## config.mk

```make
export PLATFORM = sky130hd
export DESIGN_NAME = frame_unwrap
export DESIGN_NICKNAME = d
export VERILOG_FILES = /design/src/rtl/frame_unwrap_pkg.sv /design/src/rtl/frame_unwrap_ctrl.sv /design/src/rtl/frame_unwrap_hold.sv /design/src/rtl/frame_unwrap.sv
export SDC_FILE = /design/constraint.sdc
export NUM_CORES = 1
export LEC_CHECK = 0
export BUFFER_PORTS_ARGS = -buffer_cell sky130_fd_sc_hd__buf_2
export CORE_MARGIN = 5
export CORE_UTILIZATION = 47
export DETAILED_ROUTE_END_ITERATION = 8
export GPL_TIMING_DRIVEN = 1
export PLACE_DENSITY = 0.73
export SLEW_MARGIN = 20
export SYNTH_ARGS = -nofsm -noshare
export SYNTH_HDL_FRONTEND = slang
export SYNTH_SLANG_ARGS = --single-unit
export TNS_END_PERCENT = 1
```

## constraint.sdc

```tcl
create_clock -name clk_i -period 1.3 [get_ports clk_i]
set_input_delay 0.13 -clock clk_i [delete_from_list [all_inputs] [get_ports clk_i]]
set_output_delay 0.13 -clock clk_i [all_outputs]
set_load 0.01 [all_outputs]
```

## src/rtl/frame_unwrap_pkg.sv

```systemverilog
package frame_unwrap_pkg;
  typedef enum logic {
    ST_IDLE = 1'b0,
    ST_BODY = 1'b1
  } fu_state_e;
endpackage

```

## src/rtl/frame_unwrap_ctrl.sv

```systemverilog
module frame_unwrap_ctrl
  import frame_unwrap_pkg::*;
#(
  parameter int          DATA_W   = 8,
  parameter logic [DATA_W-1:0] SOF_BYTE = 8'hFF,
  parameter logic [DATA_W-1:0] EOF_BYTE = 8'hF1
) (
  input  logic              clk_i,
  input  logic              rst_ni,
  input  logic [DATA_W-1:0] byte_i,
  input  logic              take_i,
  output fu_state_e         state_o,
  output logic              pay_o,
  output logic              end_o,
  output logic              restart_o
);
  fu_state_e state_q;
  logic is_sof, is_eof, in_body;

  always_comb begin
    is_sof    = (byte_i == SOF_BYTE);
    is_eof    = (byte_i == EOF_BYTE);
    in_body   = (state_q == ST_BODY);
    pay_o     = take_i && in_body && !is_sof && !is_eof;
    end_o     = take_i && in_body && is_eof;
    restart_o = take_i && in_body && is_sof;
  end

  always_ff @(posedge clk_i or negedge rst_ni) begin
    if (!rst_ni) begin
      state_q <= ST_IDLE;
    end else if (take_i) begin
      if (!in_body && is_sof)     state_q <= ST_BODY;
      else if (in_body && is_eof) state_q <= ST_IDLE;
    end
  end

  assign state_o = state_q;
endmodule

```

## src/rtl/frame_unwrap_hold.sv

```systemverilog
module frame_unwrap_hold #(
  parameter int DATA_W = 8
) (
  input  logic              clk_i,
  input  logic              rst_ni,
  input  logic [DATA_W-1:0] byte_i,
  input  logic              pay_i,
  input  logic              end_i,
  input  logic              restart_i,
  input  logic              out_ready_i,
  output logic              in_ready_o,
  output logic              pend_full_o,
  output logic [DATA_W-1:0] out_data_o,
  output logic              out_valid_o,
  output logic              out_last_o
);
  logic [DATA_W-1:0] pend_q, out_q;
  logic pend_full_q, out_valid_q, out_last_q;
  logic move, out_free;

  assign out_free   = !out_valid_q || out_ready_i;
  assign in_ready_o = !(pend_full_q && !out_free);
  assign move       = (pay_i || end_i) && pend_full_q;

  always_ff @(posedge clk_i or negedge rst_ni) begin
    if (!rst_ni) begin
      pend_q      <= '0;
      pend_full_q <= 1'b0;
      out_q       <= '0;
      out_valid_q <= 1'b0;
      out_last_q  <= 1'b0;
    end else begin
      if (out_valid_q && out_ready_i) out_valid_q <= 1'b0;
      if (move) begin
        out_q       <= pend_q;
        out_last_q  <= end_i;
        out_valid_q <= 1'b1;
      end
      if (pay_i) begin
        pend_q      <= byte_i;
        pend_full_q <= 1'b1;
      end else if (end_i || restart_i) begin
        pend_full_q <= 1'b0;
      end
    end
  end

  assign pend_full_o = pend_full_q;
  assign out_data_o  = out_q;
  assign out_valid_o = out_valid_q;
  assign out_last_o  = out_last_q;


  out_hold_chk: assert property (@(posedge clk_i) disable iff (!rst_ni)
    out_valid_q && !out_ready_i |=> out_valid_q && $stable(out_q) && $stable(out_last_q));
endmodule

```

## src/rtl/frame_unwrap.sv

```systemverilog
module frame_unwrap
  import frame_unwrap_pkg::*;
#(
  parameter int          DATA_W   = 8,
  parameter logic [DATA_W-1:0] SOF_BYTE = 8'hFF,
  parameter logic [DATA_W-1:0] EOF_BYTE = 8'hF1
) (
  input  logic              clk_i,
  input  logic              rst_ni,
  input  logic [DATA_W-1:0] in_data_i,
  input  logic              in_valid_i,
  output logic              in_ready_o,
  output logic [DATA_W-1:0] out_data_o,
  output logic              out_valid_o,
  input  logic              out_ready_i,
  output logic              out_last_o
);
  fu_state_e state;
  logic take, pay, fin, restart, pend_full;

  assign take = in_valid_i && in_ready_o;

  frame_unwrap_ctrl #(
    .DATA_W(DATA_W), .SOF_BYTE(SOF_BYTE), .EOF_BYTE(EOF_BYTE)
  ) u_ctrl (
    .clk_i(clk_i), .rst_ni(rst_ni), .byte_i(in_data_i), .take_i(take),
    .state_o(state), .pay_o(pay), .end_o(fin), .restart_o(restart)
  );

  frame_unwrap_hold #(.DATA_W(DATA_W)) u_hold (
    .clk_i(clk_i), .rst_ni(rst_ni), .byte_i(in_data_i),
    .pay_i(pay), .end_i(fin), .restart_i(restart),
    .out_ready_i(out_ready_i), .in_ready_o(in_ready_o), .pend_full_o(pend_full),
    .out_data_o(out_data_o), .out_valid_o(out_valid_o), .out_last_o(out_last_o)
  );


  idle_open_chk: assert property (@(posedge clk_i) disable iff (!rst_ni)
    state == ST_IDLE |-> in_ready_o && !pend_full);

  beat_cause_chk: assert property (@(posedge clk_i) disable iff (!rst_ni)
    $rose(out_valid_o) |-> $past(in_valid_i && in_ready_o));

  last_flag_chk: assert property (@(posedge clk_i) disable iff (!rst_ni)
    fin && pend_full |=> out_valid_o && out_last_o && state == ST_IDLE);

  empty_frame_chk: assert property (@(posedge clk_i) disable iff (!rst_ni)
    fin && !pend_full && (!out_valid_o || out_ready_i) |=> !out_valid_o);
endmodule

```

# --- Word-level counts from Yosys, hierarchy flattened ---
# Cells that the tools add are included.
# W data, S select, Z words.
classes:
  n_eq_ne: 2
  muxes: 6
  n_reduce_logical: 24
ops:
  columns: ["op", "count"]
  rows:
  - ["$eq A8 B8 Y1 const B", 2]
  - ["$logic_and A1 B1 Y1", 11]
  - ["$logic_not A1 Y1", 6]
  - ["$mux W1", 6]
  - ["$reduce_bool A2 Y1", 3]
  - ["$logic_or A1 B1 Y1", 3]
  - ["$reduce_and A2 Y1", 1]
totals:
  ff_bits: 20
  in_bits: 12
  output_inout_bits: 11
  word_cells: 38

# --- Longest topological paths before layout ---
depth:
  word_depth: 12
  depth_mapped: 5
  mapped_depth_nobuf: 4

# --- By module ---
# Synthesis repeated with hierarchy kept, for this count alone.
hier_totals:
  cells_unflattened: 58
  hier_area_um2: 832.0
by_module_without_submodules:
  columns: ["module", "instances", "cells_each", "area_per_inst_um2", "seq_area_each_um2"]
  rows:
  - ["frame_unwrap_hold", 1, 44, 723.2, 475.5]
  - ["frame_unwrap_ctrl", 1, 13, 102.6, 25.0]
  - ["frame_unwrap", 1, 1, 6.3, 0.0]

# --- Worst setup path after synthesis ---
# Ideal clock, no wire load.
synth_path:
  path_kind: "register -> register"
  start: "register u_hold.out_valid_q (netlist: u_hold.out_valid_o)"
  end: "register u_hold.out_q[4] (netlist: u_hold.out_data_o[4])"
  setup_time_ps: 125
  arrival_time_ps: 1332
  t_required_ps: 1175
  path_slack_ps: -157
  stages_incl_launch_ff: 5
  n_path_buf: 0
  period_less_slack_ps: 1457
  path_cell_list: "dfrtp_1 nand2b_1 and4_4 a21boi_4 mux2_2"
synth_via:
  elab_chain_len: 11
  elab_cells_between_ends: 12
  cone_classes: "12 x reduce/logical"
synth_rtl:
  columns: ["item", "line_no", "rtl"]
  rows:
  - ["start, declared", "frame_unwrap_hold.sv:18", "logic pend_full_q, out_valid_q, out_last_q;"]
  - ["start signal, assigned", "frame_unwrap_hold.sv:30", "out_valid_q <= 1'b0;"]
  - ["start signal, assigned", "frame_unwrap_hold.sv:33", "if (out_valid_q && out_ready_i) out_valid_q <= 1'b0;"]
  - ["start signal, assigned", "frame_unwrap_hold.sv:37", "out_valid_q <= 1'b1;"]
  - ["$logic_not A1 Y1 *", "frame_unwrap_hold.sv:21", "assign out_free = !out_valid_q || out_ready_i;"]
  - ["$logic_or A1 B1 Y1 *", "frame_unwrap_hold.sv:21", null]
  - ["$logic_not A1 Y1 *", "frame_unwrap_hold.sv:22", "assign in_ready_o = !(pend_full_q && !out_free);"]
  - ["$logic_and A1 B1 Y1 *", "frame_unwrap_hold.sv:22", null]
  - ["$logic_not A1 Y1 *", "frame_unwrap_hold.sv:22", null]
  - ["$logic_and A1 B1 Y1 *", "frame_unwrap.sv:21", "assign take = in_valid_i && in_ready_o;"]
  - ["$logic_and A1 B1 Y1 *", "frame_unwrap_ctrl.sv:24, frame_unwrap_ctrl.sv:25", null]
  - ["$logic_and A1 B1 Y1 (2 in a row)", "frame_unwrap_ctrl.sv:24", "pay_o = take_i && in_body && !is_sof && !is_eof;"]
  - ["$logic_or A1 B1 Y1 *", "frame_unwrap_hold.sv:23", "assign move = (pay_i || end_i) && pend_full_q;"]
  - ["$logic_and A1 B1 Y1 *", "frame_unwrap_hold.sv:23", null]
  - ["end signal, assigned", "frame_unwrap_hold.sv:35", "out_q <= pend_q;"]
  - ["end, declared", "frame_unwrap_hold.sv:17", "logic [DATA_W-1:0] pend_q, out_q;"]
# Mark *: on every way between the ends. The rest lies on a longest branch, timed or not.
# A chain may end at the register's enable or synchronous reset.

# --- Worst setup path in the final report ---
layout_path:
  start: "register u_hold.out_valid_q (netlist: u_hold.out_valid_o)"
  end: "register u_hold.out_q[6] (netlist: u_hold.out_data_o[6])"
# The elaborated chain is that of the path after synthesis.

==> reports/summary.log <==
INFO  timing         finalHoldViolCount=0
INFO  timing         setup-violations-final=14
INFO  place          hpwlAfterDp=1690um
INFO  synthesis      synth_flop_cell=sky130_fd_sc_hd__dfrtp_1
INFO  timing         period_minus_slack=1.39ns
INFO  worst_setup_path cells_along_the_critical_path=nand2b_1, and4_4, a21boi_4, mux2_2
INFO  min_path       worst_hold_path.num_cells=2
INFO  synthesis      synth.largest_area_cell=sky130_fd_sc_hd__dfrtp_1
INFO  global_routing grt_util_overall=15.5%
INFO  synthesis      synth_enable_flop_cells=0
INFO  place          gp_routability_congestion=0.842
INFO  timing         timing.clock.skew=0.00548ns
INFO  synthesis      avgSynthCellArea=12.9squm
INFO  run_status     status=finished, violations left
INFO  synthesis      ys_top_cells_by_count=sky130_fd_sc_hd__dfrtp_1 (20), sky130_fd_sc_hd__mux2_2 (7), sky130_fd_sc_hd__inv_1 (5), sky130_fd_sc_hd__nand2_1 (5)
INFO  min_path       min_to=u_hold.pend_q[4]$_DFFE_PN0P_
INFO  cts            max-clock-path-buffers=2
INFO  pwr            clkPwrFrac=18.9%
INFO  synthesis      synth-async-reset-ratio=100%
INFO  worst_setup_path timing_worst_setup_path_type=reg -> reg
INFO  worst_setup_path critPathMaxFanout=4
INFO  routing        remaining_drc_errors=0
INFO  place          worst_slack_after_detailed_placement=-0.0932ns
INFO  pwr            total_switching_power=0.575mW
INFO  routing        drt.antenna.violating_nets=0
INFO  cts            number_of_buffers_inserted_by_post_cts_setup_repair=0
INFO  timing         final_min_period_over_clock_period=107%
INFO  routing        detailedRoute.firstIterationViolations=21
INFO  pwr            static-leakage-power=0.652nW
INFO  pwr            power.switching_fraction=30.2%
INFO  global_routing grt_max_degree=21
INFO  timing         whs=0.0881ns
INFO  routing        post_drt_wl_per_cell=15.9um
INFO  final_layout   multi_input_comb_area=536squm
INFO  min_path       hold_class=in -> reg
INFO  pwr            seqPwrFrac=51.3%
INFO  worst_setup_path crit_path_top_delay_cell=sky130_fd_sc_hd__dfrtp_1
INFO  worst_setup_path wp_data_required=1.49ns
INFO  cts            cts_num_sinks=20
INFO  routing        drt_pass1_iterations=6
INFO  final_layout   regArea=500squm
INFO  timing         max_slew_margin=70.2%
INFO  pwr            ir_drop=0.000767V
INFO  final_layout   num_antenna_cells=0
INFO  die            floorplan.initialDensity=48.1%
INFO  synthesis      seq_area_frac_synth=48.0%
INFO  cts            cts_clk_pin_slew_worst_paths=0.12ns
INFO  cts            cts-buffers-inserted=3
INFO  worst_setup_path crit-reg2reg-launch=u_hold.out_valid_o$_DFFE_PN0P_
INFO  pwr            internal_power=1.33mW
INFO  final_layout   layout.core_utilization=61.4%
INFO  synthesis      synth_warnings=0
INFO  run_status     violations=negative setup slack
INFO  synthesis      ys_ff_latch=20
INFO  worst_setup_path timing.rr.end=u_hold.out_data_o[6]$_DFFE_PN0P_
INFO  global_routing first_global_vias=888
INFO  place          detailed_place.area=1230squm
INFO  die            core=2170squm
INFO  cts            clock_tree.root_cell=sky130_fd_sc_hd__clkbuf_4
INFO  worst_setup_path rrSetupSlack=-0.09ns
INFO  global_routing globalRoute.totalOverflow=0
INFO  timing         setup_repair_after_global_routing_missed_its_margin=true
INFO  worst_setup_path cp_slowest_stage_delay=0.40ns
INFO  final_layout   area_growth=27.6%
INFO  worst_setup_path crit_path_start_kind=flip-flop
INFO  worst_setup_path critical_path.endpoint_type=flip-flop
INFO  die            num_rows=17
INFO  synthesis      synthesis.instances=81
INFO  routing        detail_route.vias_per_cell=5.49
INFO  routing        dr_total_vias=779
INFO  timing         fmax=717MHz
INFO  global_routing initial_antenna_violation_count=0
INFO  min_path       timing.hold.worst.start=in_data_i[4]
INFO  die            floorplan.die.width=57.1um
INFO  worst_setup_path r2r.worst_path.cells=4
INFO  final_layout   post-route-cell-area=1330squm
INFO  timing         timing_worst_slew_pin_value=0.448ns
INFO  synthesis      most_common_cell_in_the_synthesized_netlist=sky130_fd_sc_hd__dfrtp_1
INFO  cts            cts_max_level=1
INFO  place          port-buffer-count=22
INFO  synthesis      synth_top_cell_area_share=48.0%
INFO  timing         timing.final.max_slew_violations=0
INFO  final_layout   layout-drive-gt1-share=56.1%
INFO  flow_run       drv_cap=0
INFO  global_routing grt_pass1_wl=4010um
INFO  die            io-pin-count=23
INFO  synthesis      synth.top_cells.by_area=sky130_fd_sc_hd__dfrtp_1 (48%), sky130_fd_sc_hd__mux2_2 (7.6%), sky130_fd_sc_hd__mux2_4 (4.3%)
INFO  synthesis      synth_cell_type_count=34
INFO  final_layout   layout.nets=127
INFO  die            die_area=3260squm
INFO  cts            clock_latency=0.29ns
INFO  pwr            cellPowerDensity=1430nW/um^2
INFO  worst_setup_path critical_path_arrival=1.58ns
INFO  cts            cts_tree=built
INFO  routing        detail_route.wirelength=2250um
INFO  synthesis      synth.net_count=93
INFO  timing         worst_slack=-0.0947ns
INFO  final_layout   fill_cells=185
INFO  pwr            p_comb_share=29.8%
INFO  synthesis      synth_area=1040squm
INFO  pwr            fin_total_pwr=1.91mW
INFO  die            die-height=57.1um
per-stage QoR:
step	cells	setup TNS (ns)
2_1_floorplan	81	-0.575
3_3_place_gp	137	-0.269
3_5_place_dp	137	-0.762
4_1_cts	142	-0.810
5_1_grt	142	-1.90
6_report	142	-0.754
flip-flops by register name (all words and copies together) (netlist names):
name and count:
u_ctrl.state_o 1, u_hold.out_data_o 8, u_hold.out_last_o 1, u_hold.out_valid_o 1
u_hold.pend_full_o 1, u_hold.pend_q 8
layout by cell type (no fill, tap or decap), types with 2 or more instances in the layout:
cell type,netlist,final
sky130_fd_sc_hd__buf_2,1,21
sky130_fd_sc_hd__dfrtp_1,20,20
sky130_fd_sc_hd__o22a_1,2,2
sky130_fd_sc_hd__mux2_4,3,3
sky130_fd_sc_hd__a31oi_1,3,2
sky130_fd_sc_hd__mux2_2,7,7
sky130_fd_sc_hd__o22ai_1,2,2
sky130_fd_sc_hd__buf_6,2,2
sky130_fd_sc_hd__nor3_1,3,3
sky130_fd_sc_hd__a221oi_2,0,3
sky130_fd_sc_hd__nand3_2,3,2
sky130_fd_sc_hd__clkbuf_4,0,3
sky130_fd_sc_hd__nand2_1,5,5
sky130_fd_sc_hd__buf_4,1,9
sky130_fd_sc_hd__inv_1,5,5
area by class of cell:
cell class | count | area share (%)
Tap cell | 28 | 2.63
Inverter | 5 | 1.41
Clock buffer | 4 | 2.73
Sequential cell | 20 | 37.6
Multi-Input combinational cell | 52 | 40.2
Timing Repair Buffer | 33 | 15.4
worst max path at each step:
stage                                         from                          endpoint  slack [ns]  cells past startpoint
global placement    u_hold.out_valid_o$_DFFE_PN0P_  u_hold.out_data_o[5]$_DFFE_PN0P_       -0.04                      4
finish              u_hold.out_valid_o$_DFFE_PN0P_  u_hold.out_data_o[6]$_DFFE_PN0P_       -0.09                      4
floorplan           u_hold.out_valid_o$_DFFE_PN0P_  u_hold.out_data_o[4]$_DFFE_PN0P_       -0.15                      4
global route        u_hold.out_valid_o$_DFFE_PN0P_  u_hold.out_data_o[6]$_DFFE_PN0P_       -0.17                      4
CTS                 u_hold.out_valid_o$_DFFE_PN0P_  u_hold.out_data_o[6]$_DFFE_PN0P_        -0.1                      4
detailed placement  u_hold.out_valid_o$_DFFE_PN0P_  u_hold.out_data_o[6]$_DFFE_PN0P_       -0.09                      4
critical path, delay by kind of cell, from the launching register on:
family | cells | cell delay, ns
DFF | 1 | 0.40
and+or+nand+nor | 2 | 0.31
muxes | 1 | 0.35
AOI/OAI and AO/OA | 1 | 0.22
cell families (layout without fill, tap and decap cells):
kind of cell	Yosys count	count (layout)	synth area share [%]
AOI/OAI and AO/OA	18	18	15.8
DFF	20	20	48.0
and+or+nand+nor	23	23	18.1
muxes	11	11	12.9
buffers and inverters	9	42	5.16
what timing repair did:
action | in CTS | in global routing
gates resized for setup | 2 | 7
endpoints found under the setup margin | 14 | 19
hold buffers | 1 | 0
pin swaps | 1 | 2
hold endpoints to repair | 20 | 0
power groups by stage:
| stage | Clock, mW | Sequential [mW] | Combinational [mW] |
|---|---|---|---|
| after detailed placement | 0 | 0.992 | 0.534 |
| final | 0.360 | 0.978 | 0.568 |
| after global placement | 0 | 0.978 | 0.512 |
| after CTS | 0.366 | 0.980 | 0.550 |
| after floorplan | 0 | 1.01 | 0.294 |
| after global routing | 0.401 | 1.01 | 0.627 |
per-layer routing:
metal  global-route usage, %  up-vias  share of wire, %
met1                    19.9      393                44
met4                    5.96        0              0.58
met5                       0        -                 0
met2                    25.6       13                50
li1                        -      371                 -
met3                    2.94        2               4.8
Note: power is estimated with default switching activity, not from simulation.
